==> src/rtl/mac_stat_pkg.sv <==
package mac_stat_pkg;

  typedef enum logic [1:0] {
    SEL_EVT  = 2'd0,
    SEL_STAT = 2'd1,
    SEL_DROP = 2'd2,
    SEL_NONE = 2'd3
  } rd_sel_t;

  localparam int STAT_ROLL_BIT = 0;
  localparam int STAT_DROP_BIT = 1;

endpackage

==> src/rtl/stat_sat_cnt.sv <==
module stat_sat_cnt #(
  parameter int W = 4
) (
  input  logic         clk,
  input  logic         rst,
  input  logic         inc,
  input  logic         clr,
  output logic [W-1:0] cnt,
  output logic         hit_max
);

  localparam logic [W-1:0] MAXV = '1;
  localparam logic [W-1:0] ONE  = W'(1);

  logic at_max;

  assign at_max  = (cnt == MAXV);
  // Pulses in the cycle whose edge moves the count onto the ceiling.
  assign hit_max = inc & ~clr & (cnt == (MAXV - ONE));

  always_ff @(posedge clk) begin
    if (rst) begin
      cnt <= '0;
    end else if (clr) begin
      cnt <= inc ? ONE : '0;
    end else if (inc && !at_max) begin
      cnt <= cnt + ONE;
    end
  end

endmodule

==> src/rtl/stat_sticky.sv <==
module stat_sticky (
  input  logic clk,
  input  logic rst,
  input  logic set,
  input  logic clr,
  input  logic irq_en,
  output logic q,
  output logic irq
);

  always_ff @(posedge clk) begin
    if (rst) begin
      q   <= 1'b0;
      irq <= 1'b0;
    end else begin
      // set wins against a clearing read in the same cycle
      q   <= set | (q & ~clr);
      irq <= q & irq_en;
    end
  end

endmodule

==> src/rtl/mac_stat_counters.sv <==
module mac_stat_counters
  import mac_stat_pkg::*;
#(
  parameter int N_EVT  = 4,
  parameter int EVT_W  = 4,
  parameter int DROP_W = 8,
  parameter int DATA_W = 16
) (
  input  logic              clk,
  input  logic              rst,
  input  logic [N_EVT-1:0]  evt_pulse,
  input  logic              drop_pulse,
  input  logic              rd_stb,
  input  logic [1:0]        rd_sel,
  input  logic              sat_irq_en,
  input  logic              drop_irq_en,
  output logic [DATA_W-1:0] rd_data,
  output logic              roll_status,
  output logic              sat_irq,
  output logic              drop_irq
);

  localparam int WORD_W = N_EVT * EVT_W;

  logic [WORD_W-1:0] evt_word;
  logic [N_EVT-1:0]  evt_hit;
  logic [DROP_W-1:0] drop_cnt;
  logic              drop_hit;
  logic              roll_flag;
  logic              drop_flag;
  rd_sel_t           sel;
  logic              clr_evt;
  logic              clr_stat;
  logic              clr_drop;
  logic [DATA_W-1:0] rd_next;

  assign sel      = rd_sel_t'(rd_sel);
  assign clr_evt  = rd_stb && (sel == SEL_EVT);
  assign clr_stat = rd_stb && (sel == SEL_STAT);
  assign clr_drop = rd_stb && (sel == SEL_DROP);

  for (genvar g = 0; g < N_EVT; g++) begin : g_evt
    stat_sat_cnt #(.W(EVT_W)) u_cnt (
      .clk     (clk),
      .rst     (rst),
      .inc     (evt_pulse[g]),
      .clr     (clr_evt),
      .cnt     (evt_word[g*EVT_W +: EVT_W]),
      .hit_max (evt_hit[g])
    );
  end

  stat_sat_cnt #(.W(DROP_W)) u_drop (
    .clk     (clk),
    .rst     (rst),
    .inc     (drop_pulse),
    .clr     (clr_drop),
    .cnt     (drop_cnt),
    .hit_max (drop_hit)
  );

  stat_sticky u_roll (
    .clk    (clk),
    .rst    (rst),
    .set    (|evt_hit),
    .clr    (clr_stat),
    .irq_en (sat_irq_en),
    .q      (roll_flag),
    .irq    (sat_irq)
  );

  stat_sticky u_dropf (
    .clk    (clk),
    .rst    (rst),
    .set    (drop_hit),
    .clr    (clr_drop),
    .irq_en (drop_irq_en),
    .q      (drop_flag),
    .irq    (drop_irq)
  );

  assign roll_status = roll_flag;

  always_comb begin
    rd_next = '0;
    case (sel)
      SEL_EVT:  rd_next[WORD_W-1:0] = evt_word;
      SEL_STAT: begin
        rd_next[STAT_ROLL_BIT] = roll_flag;
        rd_next[STAT_DROP_BIT] = drop_flag;
      end
      SEL_DROP: rd_next[DROP_W-1:0] = drop_cnt;
      default:  rd_next = '0;
    endcase
  end

  always_ff @(posedge clk) begin
    if (rst) begin
      rd_data <= '0;
    end else if (rd_stb) begin
      rd_data <= rd_next;
    end
  end

endmodule

==> config.mk <==
export PLATFORM = sky130hd
export DESIGN_NAME = mac_stat_counters
export DESIGN_NICKNAME = d
export VERILOG_FILES = /design/src/rtl/mac_stat_pkg.sv /design/src/rtl/stat_sat_cnt.sv /design/src/rtl/stat_sticky.sv /design/src/rtl/mac_stat_counters.sv
export SDC_FILE = /design/constraint.sdc
export NUM_CORES = 1
export LEC_CHECK = 0
export BUFFER_PORTS_ARGS = -buffer_cell sky130_fd_sc_hd__buf_2
export CORE_ASPECT_RATIO = 1.25
export CORE_UTILIZATION = 41
export CTS_BUF_LIST = sky130_fd_sc_hd__clkbuf_4
export CTS_CLUSTER_DIAMETER = 30
export DETAILED_ROUTE_END_ITERATION = 12
export SYNTH_ARGS = -nofsm -noshare
export SYNTH_HDL_FRONTEND = slang
export SYNTH_HIERARCHICAL = 1
export SYNTH_SLANG_ARGS = --single-unit
==> constraint.sdc <==
create_clock -name clk -period 2.45 [get_ports clk]
set_input_delay 0.3675 -clock clk [delete_from_list [all_inputs] [get_ports clk]]
set_output_delay 0.3675 -clock clk [all_outputs]
set_load 0.05 [all_outputs]
==> impl_metrics.ini, run 1 <==
[setup_path]
cp_slowest_cell = dfxtp_1
cp.depth = 4
slowest_delay_ps = 470
worstPathCellList = ha_1, nand2_1, or4b_1, o211a_1
reg2reg_from = u_drop/cnt[1]$_SDFFE_PP0P_
rrSetupSlack_ps = 860
critPathTopFamily = simple AND/OR/NAND/NOR gates
critical_path_required_ps = 2710
crit_arrival_ps = 1850
rr_worst_depth = 4
criticalPathCategory = reg2reg
startpoint_type = flop
crit_start = u_drop/cnt[1]$_SDFFE_PP0P_
cp_max_fo = 7
critPathCaptureType = flop
crit_end = u_drop/cnt[6]$_SDFFE_PP0P_
path_buf_inv = 0
reg2reg_to = u_drop/cnt[6]$_SDFFE_PP0P_

[cts]
cts_buffers = 5
clk_pin_slew_ps = 130
cts_tree = yes
clkSinkCount = 44
cts-root-buf = clkbuf_4
cts_setup_buffers = 0
cts_resized = 0
insertion_delay_ps = 350
htree_levels = 2
cts_buffer_depth = 2
hold_buffers = 0

[cells_and_area]
fin_util_pct = 49.41
final_common_cell = dfxtp_1
diodes = 0
drive_gt1_share_pct = 22.51
mostFrequentLayoutCells = 44 x dfxtp_1, 30 x buf_2, 26 x nand2_1
synthToLayoutAreaGrowth_pct = 13.05
stdcell_area_um2 = 2406
nets = 292
n_fill_cell = 487
stdcell_count = 331

[detailed_routing]
dr.first_iter.drc_count = 83
vias_per_cell = 5.752
num_vias = 1904
wl_per_cell_um = 14.39
dr.pass1.iters = 4
routed_wl_um = 4764
final_antenna_net_count = 0
drc = 0

[yosys]
synth-seq-cells = 44
synth.mux.area_fraction_pct = 3.292
synth_compound_area_share_pct = 22.52
avgSynthCellArea_um2 = 9.134
synth.largest_area_cell = dfxtp_1
synth_edf_count = 0
ys_warn_count = 6
synth_sequential_area_ratio_pct = 41.39
synth_top_area_share_pct = 41.39
synth_nets = 255
synthDistinctLibCells = 46
syn_inst = 233
synth_top_family_by_area = simple AND/OR/NAND/NOR gates
synth-xor-area-share_pct = 0
yosys.area_share.simple_pct = 23.57
syn_area_um2 = 2128
ys.flop_type = dfxtp_1
async_flop_share_pct = 0
synth_fa_ha_area_share_pct = 5.879
netlist_top_cells_area = dfxtp_1 41%, ha_1 5.9%, nand2_1 4.6%

[pwr]
ir_drop_mv = 0.2710
leakagePower_nw = 0.9580
finalPower_mw = 1.252
p_per_area_nw_per_um2 = 520.5

[sta]
worstMarginPinSlew_ps = 1032
finalHoldViolCount = 0
final.setup.tns_ps = 0
rsz0062_at_grt = no
fin_crit_sh_pct = 64.74
worst_slack_ps = 863.8
layout_min_cycle_time_ps = 1586
slew_headroom_pct = 30.91
fmax_mhz = 630.4
slew_violations = 0
fin_skew_ps = 10.10
holdWs_ps = 231.1
setup_viol = 0

[worst_hold_path]
hold_class = in2reg

[floorplan]
die-area_um2 = 5485
row_count = 28
io_pins = 31
start_util_pct = 43.71
dieWidth_um = 66.44
design.core.area_um2 = 4870
die_h_um = 82.55

[grt]
grt_use_total_pct = 19.53
grt_pass1_vias = 1731
grt_overflow_total = 0
antenna_found_initial = 0
grt_pass1_wl_um = 8148
grt_max_degree = 25

[place]
place_area_um2 = 2350
pre_cts_ws_ps = 527.1
io_buffers = 30
routabilityCongestion = 0.7883
dp.cells = 323
hpwl_um = 3385

[run_status]
status = complete, no violations

[run]
maxCapViolations = 0
[layout make-up]
cell class              count  area [µm²]  share of cell area [%]
flip-flops and latches     44       880.8                   36.61
repair buffers             32       165.2                   6.864
multi-input cells         173        1176                   48.88
inverters                  14       52.55                   2.184
clock buffers               7       52.55                   2.184
clock inverters             1       3.754                  0.1560
well taps                  60       75.07                   3.120
[worst register-to-register path, stage by stage, from the launching register on]
cell	delay [ps]
dfxtp_1	470
ha_1	330
nand2_1	100
or4b_1	460
o211a_1	130
[sequential cells by signal, summed over array words and instances, names as in the netlist]
register and count:
u_dropf/irq 1, u_dropf/q 1, u_roll/irq 1, g_evt.u_cnt/cnt 16, u_roll/q 1, rd_data 16, u_drop/cnt 8
[synth_stat cells, drive strengths merged, types with 2 or more instances]
library cell,count
nor4,8
mux2i,7
buf,2
a2111oi,8
ha,10
inv,14
nand4,7
dfxtp,44
a211o,4
and3,5
nand2,26
and2,2
a211oi,3
nand2b,4
nor3,9
o21ai,12
o211a,2
a31oi,7
and4,3
nor2,14
nand3,6
a21oi,17
a22o,8
[how the worst min path moves through the flow]
stage	endpoint	startpoint	slack, ps	depth (start not counted)
floorplan	u_dropf/irq$_SDFF_PP0_	u_dropf/q$_SDFF_PP0_	420	2
global placement	rd_data[7]$_SDFFE_PP0P_	rd_data[7]$_SDFFE_PP0P_	440	2
detailed placement	rd_data[5]$_SDFFE_PP0P_	rd_data[5]$_SDFFE_PP0P_	450	2
CTS	u_roll/irq$_SDFF_PP0_	sat_irq_en	220	3
global route	u_dropf/irq$_SDFF_PP0_	drop_irq_en	230	3
finish	u_roll/irq$_SDFF_PP0_	sat_irq_en	230	3
[report_power, final]
| group | internal, mW | switching, mW |
|---|---|---|
| clock network | 0.133 | 0.227 |
| logic | 0.0499 | 0.0846 |
| registers | 0.734 | 0.0238 |
| total | 0.916 | 0.336 |
[metal layers]
layer	share of wire, %	track usage, %	routed length (µm)
met5	0	0	0
met4	1.5	7.234	71
met3	3.4	3.984	163
met2	49	33.16	2317
met1	46	24.24	2212
[cell families (layout without fill, tap and decap cells)]
group	Yosys count	count (layout)
compound gates	67	67
flops	44	44
fa+ha+maj	10	10
mux	7	7
simple gates	89	89
buf+inv	16	54
(Power assumes the default switching activity.)
==> run 2, diff against run 1 <==
Clock period 2.45 ns to 1.25 ns, I/O delays scaled along.
==> run 2 against run 1 <==
The flow now finishes with violations (setup timing); setup slack worse by 980 ps; die area stayed put; design area is 31% higher; non-clock buffer count is 55 higher; first-iteration DRC count is 7.2% higher; fmax is 16% higher; clock power is 98% higher; sequential power is 94% higher; via count is 12% higher; critical path depth is 3 higher; cell count is 17% higher; wire length is 22% higher; critical endpoint is now u_roll/q$_SDFF_PP0_; largest cell class unchanged.
==> impl_metrics.ini, run 2 (synthesized netlist as in run 1, its figures left out) <==
[sta]
layout_min_cycle_time_ps = 1370
setup_viol = 6
holdWs_ps = 31.51
slew_violations = 0
finalHoldViolCount = 0
fin_crit_sh_pct = 109.6
fmax_mhz = 729.8
slew_headroom_pct = 79.53
rsz0062_at_grt = yes
worstMarginPinSlew_ps = 306.3
worst_slack_ps = -120.2
fin_skew_ps = 9.797

[floorplan]
design.core.area_um2 = 4870
start_util_pct = 43.71
row_count = 28
die-area_um2 = 5485
io_pins = 31
die_h_um = 82.55
dieWidth_um = 66.44

[detailed_routing]
num_vias = 2126
wl_per_cell_um = 15.01
drc = 0
final_antenna_net_count = 0
dr.first_iter.drc_count = 89
dr.pass1.iters = 4
routed_wl_um = 5792
drt-met1-wl_um = 2534
vias_per_cell = 5.508
wl_met3_um = 178
routed.top_layer = met4
met2_length_um = 2977

[setup_path]
critical_path_required_ps = 1520
reg2reg_to = u_roll/q$_SDFF_PP0_
reg2reg_from = g_evt[2].u_cnt/cnt[0]$_SDFFE_PP0P_
rrSetupSlack_ps = -120
startpoint_type = flop
crit_arrival_ps = 1640
criticalPathCategory = reg2reg
rr_worst_depth = 7
critPathCaptureType = flop
cp_max_fo = 2

[cts]
cts_buffer_depth = 2
clk_pin_slew_ps = 130
cts-root-buf = clkbuf_4
hold_buffers = 0
clkSinkCount = 44
cts_buffers = 5
htree_levels = 2
cts_tree = yes
insertion_delay_ps = 360

[place]
io_buffers = 30
routabilityCongestion = 0.8117
hpwl_um = 3917

[pwr]
leakagePower_nw = 1.261
ir_drop_mv = 0.4833
p_per_area_nw_per_um2 = 849.9
finalPower_mw = 2.676

[cells_and_area]
drive_gt1_share_pct = 52.45
largestRegisters = g_evt.u_cnt/cnt: 16 flops, rd_data: 16 flops, u_drop/cnt: 8 flops
nets = 347
synthToLayoutAreaGrowth_pct = 47.91
diodes = 0
mostFrequentLayoutCells = 50 x buf_4, 30 x buf_2, 29 x dfxtp_1
final_common_cell = buf_4
fin_util_pct = 64.65
n_fill_cell = 402

[run]
maxCapViolations = 0

[worst_hold_path]
worstHoldEndpoint = u_roll/irq$_SDFF_PP0_
hold_depth = 3
hold_class = in2reg
min_from = sat_irq_en

[run_status]
status = finished with violations
violations = setup timing

[grt]
grt_overflow_total = 0
grt_pass1_vias = 1989
grt_use_total_pct = 22.50
antenna_found_initial = 0
grt_max_degree = 15
grt_pass1_wl_um = 9301
run 2: worst max-delay path by stage:
stage                                            start                  end  slack [ps]  depth (start not counted)
floorplan                                    rd_sel[0]  u_roll/q$_SDFF_PP0_        -220                          6
global placement                             rd_sel[0]  u_roll/q$_SDFF_PP0_        -140                          7
detailed placement                           rd_sel[0]  u_roll/q$_SDFF_PP0_        -140                          7
CTS                 g_evt[0].u_cnt/cnt[0]$_SDFFE_PP0P_  u_roll/q$_SDFF_PP0_        -110                          7
global route        g_evt[3].u_cnt/cnt[0]$_SDFFE_PP0P_  u_roll/q$_SDFF_PP0_        -180                          7
finish              g_evt[2].u_cnt/cnt[0]$_SDFFE_PP0P_  u_roll/q$_SDFF_PP0_        -120                          7
run 2: power by group:
group / total, mW / internal (mW) / switching [mW]
sequential: 1.47 / 1.44 / 0.0322
combinational: 0.491 / 0.233 / 0.258
clock: 0.713 / 0.239 / 0.475
total: 2.68 / 1.91 / 0.765
run 2: layer usage:
| layer | GRT usage [%] | vias to the layer above |
|---|---|---|
| met5 | 0 | - |
| met4 | 9.149 | 0 |
| met3 | 4.121 | 7 |
| met2 | 39.59 | 45 |
| met1 | 26.73 | 1005 |
| li1 | - | 1069 |
run 2: worst max-delay path, stage by stage, from the launching register on:
cell and delay (ps):
dfxtp_2 370, inv_2 50, ha_4 150, nand2_2 40, nor3_1 50, or4_1 490
inv_1 80, a21oi_2 50
run 2: final cells by class:
cell class,instances,area [µm²],area share [%]
multi-input cells,173,1440,45.75
flip-flops and latches,44,909.6,28.90
repair buffers,87,613.1,19.48
well taps,60,75.07,2.385
inverters,14,55.05,1.749
clock buffers,6,45.04,1.431
clock inverters,2,10.01,0.3180
run 2: what timing repair did:
action | in CTS | in global routing
resized for setup | 29 | 43
setup endpoints to repair | 23 | 20
buffers inserted | 1 | 4
pin swaps | 8 | 24
cloned | 0 | 0
run 2: stage by stage:
stage	setup slack, ps	instances	cell area, µm²	TNS (ps)
2_1_floorplan	-221.5	233	2170	-232.9
3_3_place_gp	-139.4	373	2779	-764.3
3_5_place_dp	-142.4	373	2779	-1176
4_1_cts	-112.5	382	2945	-209.5
5_1_grt	-180.5	386	3148	-798.8
6_report	-120.2	386	3148	-284.8
==> run 3, diff against run 2 <==
Settings changed: CORE_UTILIZATION 41 to 53, PLACE_DENSITY from default to 0.78.
==> run 3 against run 2 <==
The run still ends with setup timing left; critical endpoint unchanged; clock-buffer cell count fell by 1; wire length is 7.7% higher; highest routed layer unchanged; cell count shrank 2.6%; largest power group unchanged.
==> impl_metrics.ini, run 3 (synthesized netlist as in run 1, its figures left out) <==
[setup_path]
critPathCaptureType = flop
path_buf_inv = 2
reg2reg_to = u_roll/q$_SDFF_PP0_
startpoint_type = flop
rrSetupSlack_ps = -160
reg2reg_from = g_evt[1].u_cnt/cnt[0]$_SDFFE_PP0P_
rr_worst_depth = 7
cp_slowest_cell = or4_1
worstPathCellList = inv_2, ha_4, nand2_2, nor3_1, or4_1, inv_2, a21oi_2
crit_arrival_ps = 1670
cp_max_fo = 2
worst_path_most_repeated_cell = inv_2
slowest_delay_ps = 530
critical_path_required_ps = 1510
criticalPathCategory = reg2reg
critPathTopFamily = simple AND/OR/NAND/NOR gates

[floorplan]
start_util_pct = 55.77
design.core.area_um2 = 3816
io_pins = 31
die_h_um = 72.85
row_count = 25
die-area_um2 = 4275
dieWidth_um = 58.68

[sta]
worst_slack_ps = -159.6
fin_skew_ps = 13.55
final.setup.tns_ps = -550.2
worstMarginPinSlew_ps = 389.5
slew_headroom_pct = 73.95
setup_viol = 11
finalHoldViolCount = 0
slew_violations = 0
rsz0062_at_grt = yes
fmax_mhz = 709.4
fin_crit_sh_pct = 112.8
layout_min_cycle_time_ps = 1410

[cells_and_area]
final_common_cell = buf_4
mostFrequentLayoutCells = 50 x buf_4, 29 x dfxtp_1, 29 x buf_2
stdcell_count = 376
final-seq-area_um2 = 904.6
stdcell_area_um2 = 3037
nets = 343
drive_gt1_share_pct = 49.07
diodes = 0
synthToLayoutAreaGrowth_pct = 42.68
largestRegisters = g_evt.u_cnt/cnt: 16 flops, rd_data: 16 flops, u_drop/cnt: 8 flops
multi_input_area_um2 = 1369
n_fill_cell = 254

[cts]
cts_buffers = 5
insertion_delay_ps = 370
htree_levels = 2
cts-root-buf = clkbuf_4
cts_buffer_depth = 2
clk_pin_slew_ps = 130
cts_tree = yes
clkSinkCount = 44
hold_buffers = 0

[place]
routabilityCongestion = 0.8185
pre_cts_ws_ps = -179.4
hpwl_um = 4018
place_area_um2 = 2721
dp.cells = 362
io_buffers = 30

[run_status]
status = finished with violations
violations = setup timing

[detailed_routing]
vias_per_cell = 5.960
dr.pass1.iters = 4
final_antenna_net_count = 0
wl_per_cell_um = 16.59
num_vias = 2241
routed_wl_um = 6236
dr.first_iter.drc_count = 206
drc = 0

[worst_hold_path]
hold_class = in2reg
hold_depth = 3
worstHoldEndpoint = u_roll/irq$_SDFF_PP0_
min_from = sat_irq_en

[grt]
antenna_found_initial = 0
grt_overflow_total = 0
grt_max_degree = 15
grt_pass1_wl_um = 9653
grt_pass1_vias = 2158
grt_use_total_pct = 30.00

[pwr]
leakagePower_nw = 1.242
ir_drop_mv = 0.9458
p_per_area_nw_per_um2 = 935.2

[run]
maxCapViolations = 0
run 3: cell count changes in the layout (fill, tap and decap cells not counted), sizes merged:
cell    delta
inv        -1
clkinv     +1
bufinv     +1
buf        -4
clkbuf     -1
run 3: layer usage:
layer / part of all wire [%] / global-route usage, %
met1: 40 / 32.52
met2: 52 / 54.92
met3: 4.7 / 6.738
met4: 3.5 / 13.23
met5: 0 / 0
run 3: worst max path at each step:
stage,start,to,slack (ps),cells after the start
after floorplan,rd_sel[0],u_roll/q$_SDFF_PP0_,-220,6
after global placement,rd_sel[0],u_roll/q$_SDFF_PP0_,-170,7
after detailed placement,rd_sel[0],u_roll/q$_SDFF_PP0_,-180,7
after CTS,g_evt[1].u_cnt/cnt[0]$_SDFFE_PP0P_,u_roll/q$_SDFF_PP0_,-140,7
after global routing,g_evt[1].u_cnt/cnt[0]$_SDFFE_PP0P_,u_roll/q$_SDFF_PP0_,-200,7
final,g_evt[1].u_cnt/cnt[0]$_SDFFE_PP0P_,u_roll/q$_SDFF_PP0_,-160,7
run 3: area by class of cell:
type                    count  share of cell area [%]
multi-input cells         173                   45.08
flip-flops and latches     44                   29.79
repair buffers             83                   18.62
well taps                  54                   2.225
inverters                  14                   1.813
clock buffers               5                   1.236
clock inverters             3                   1.236
run 3: tightest hold or removal path: cells and delay by family:
family	cells	cell delay, ps
simple gates	2	80
buf+inv	1	100
run 3: repair_timing:
action	4_1_cts	5_1_grt
pin swaps	9	10
gates resized for setup	31	27
buffers inserted	4	2
setup endpoints to repair	22	19
cloned	0	0
run 3: through the flow:
stage | total power, mW | utilization [%] | hold slack [ps]
floorplan | 1.685 | - | 249.9
global placement | 1.872 | 71.31 | 408.3
detailed placement | 1.887 | 71.31 | 415.9
CTS | 2.781 | 76.75 | 25.53
global route | 2.944 | 79.57 | 10.95
finish | 2.840 | 79.57 | 25.75
run 3: where the power goes:
| part | leakage [nW] | internal, mW | switching (mW) |
|---|---|---|---|
| clock | 0.0403 | 0.409 | 0.472 |
| combinational | 0.838 | 0.223 | 0.261 |
| sequential | 0.364 | 1.44 | 0.0333 |
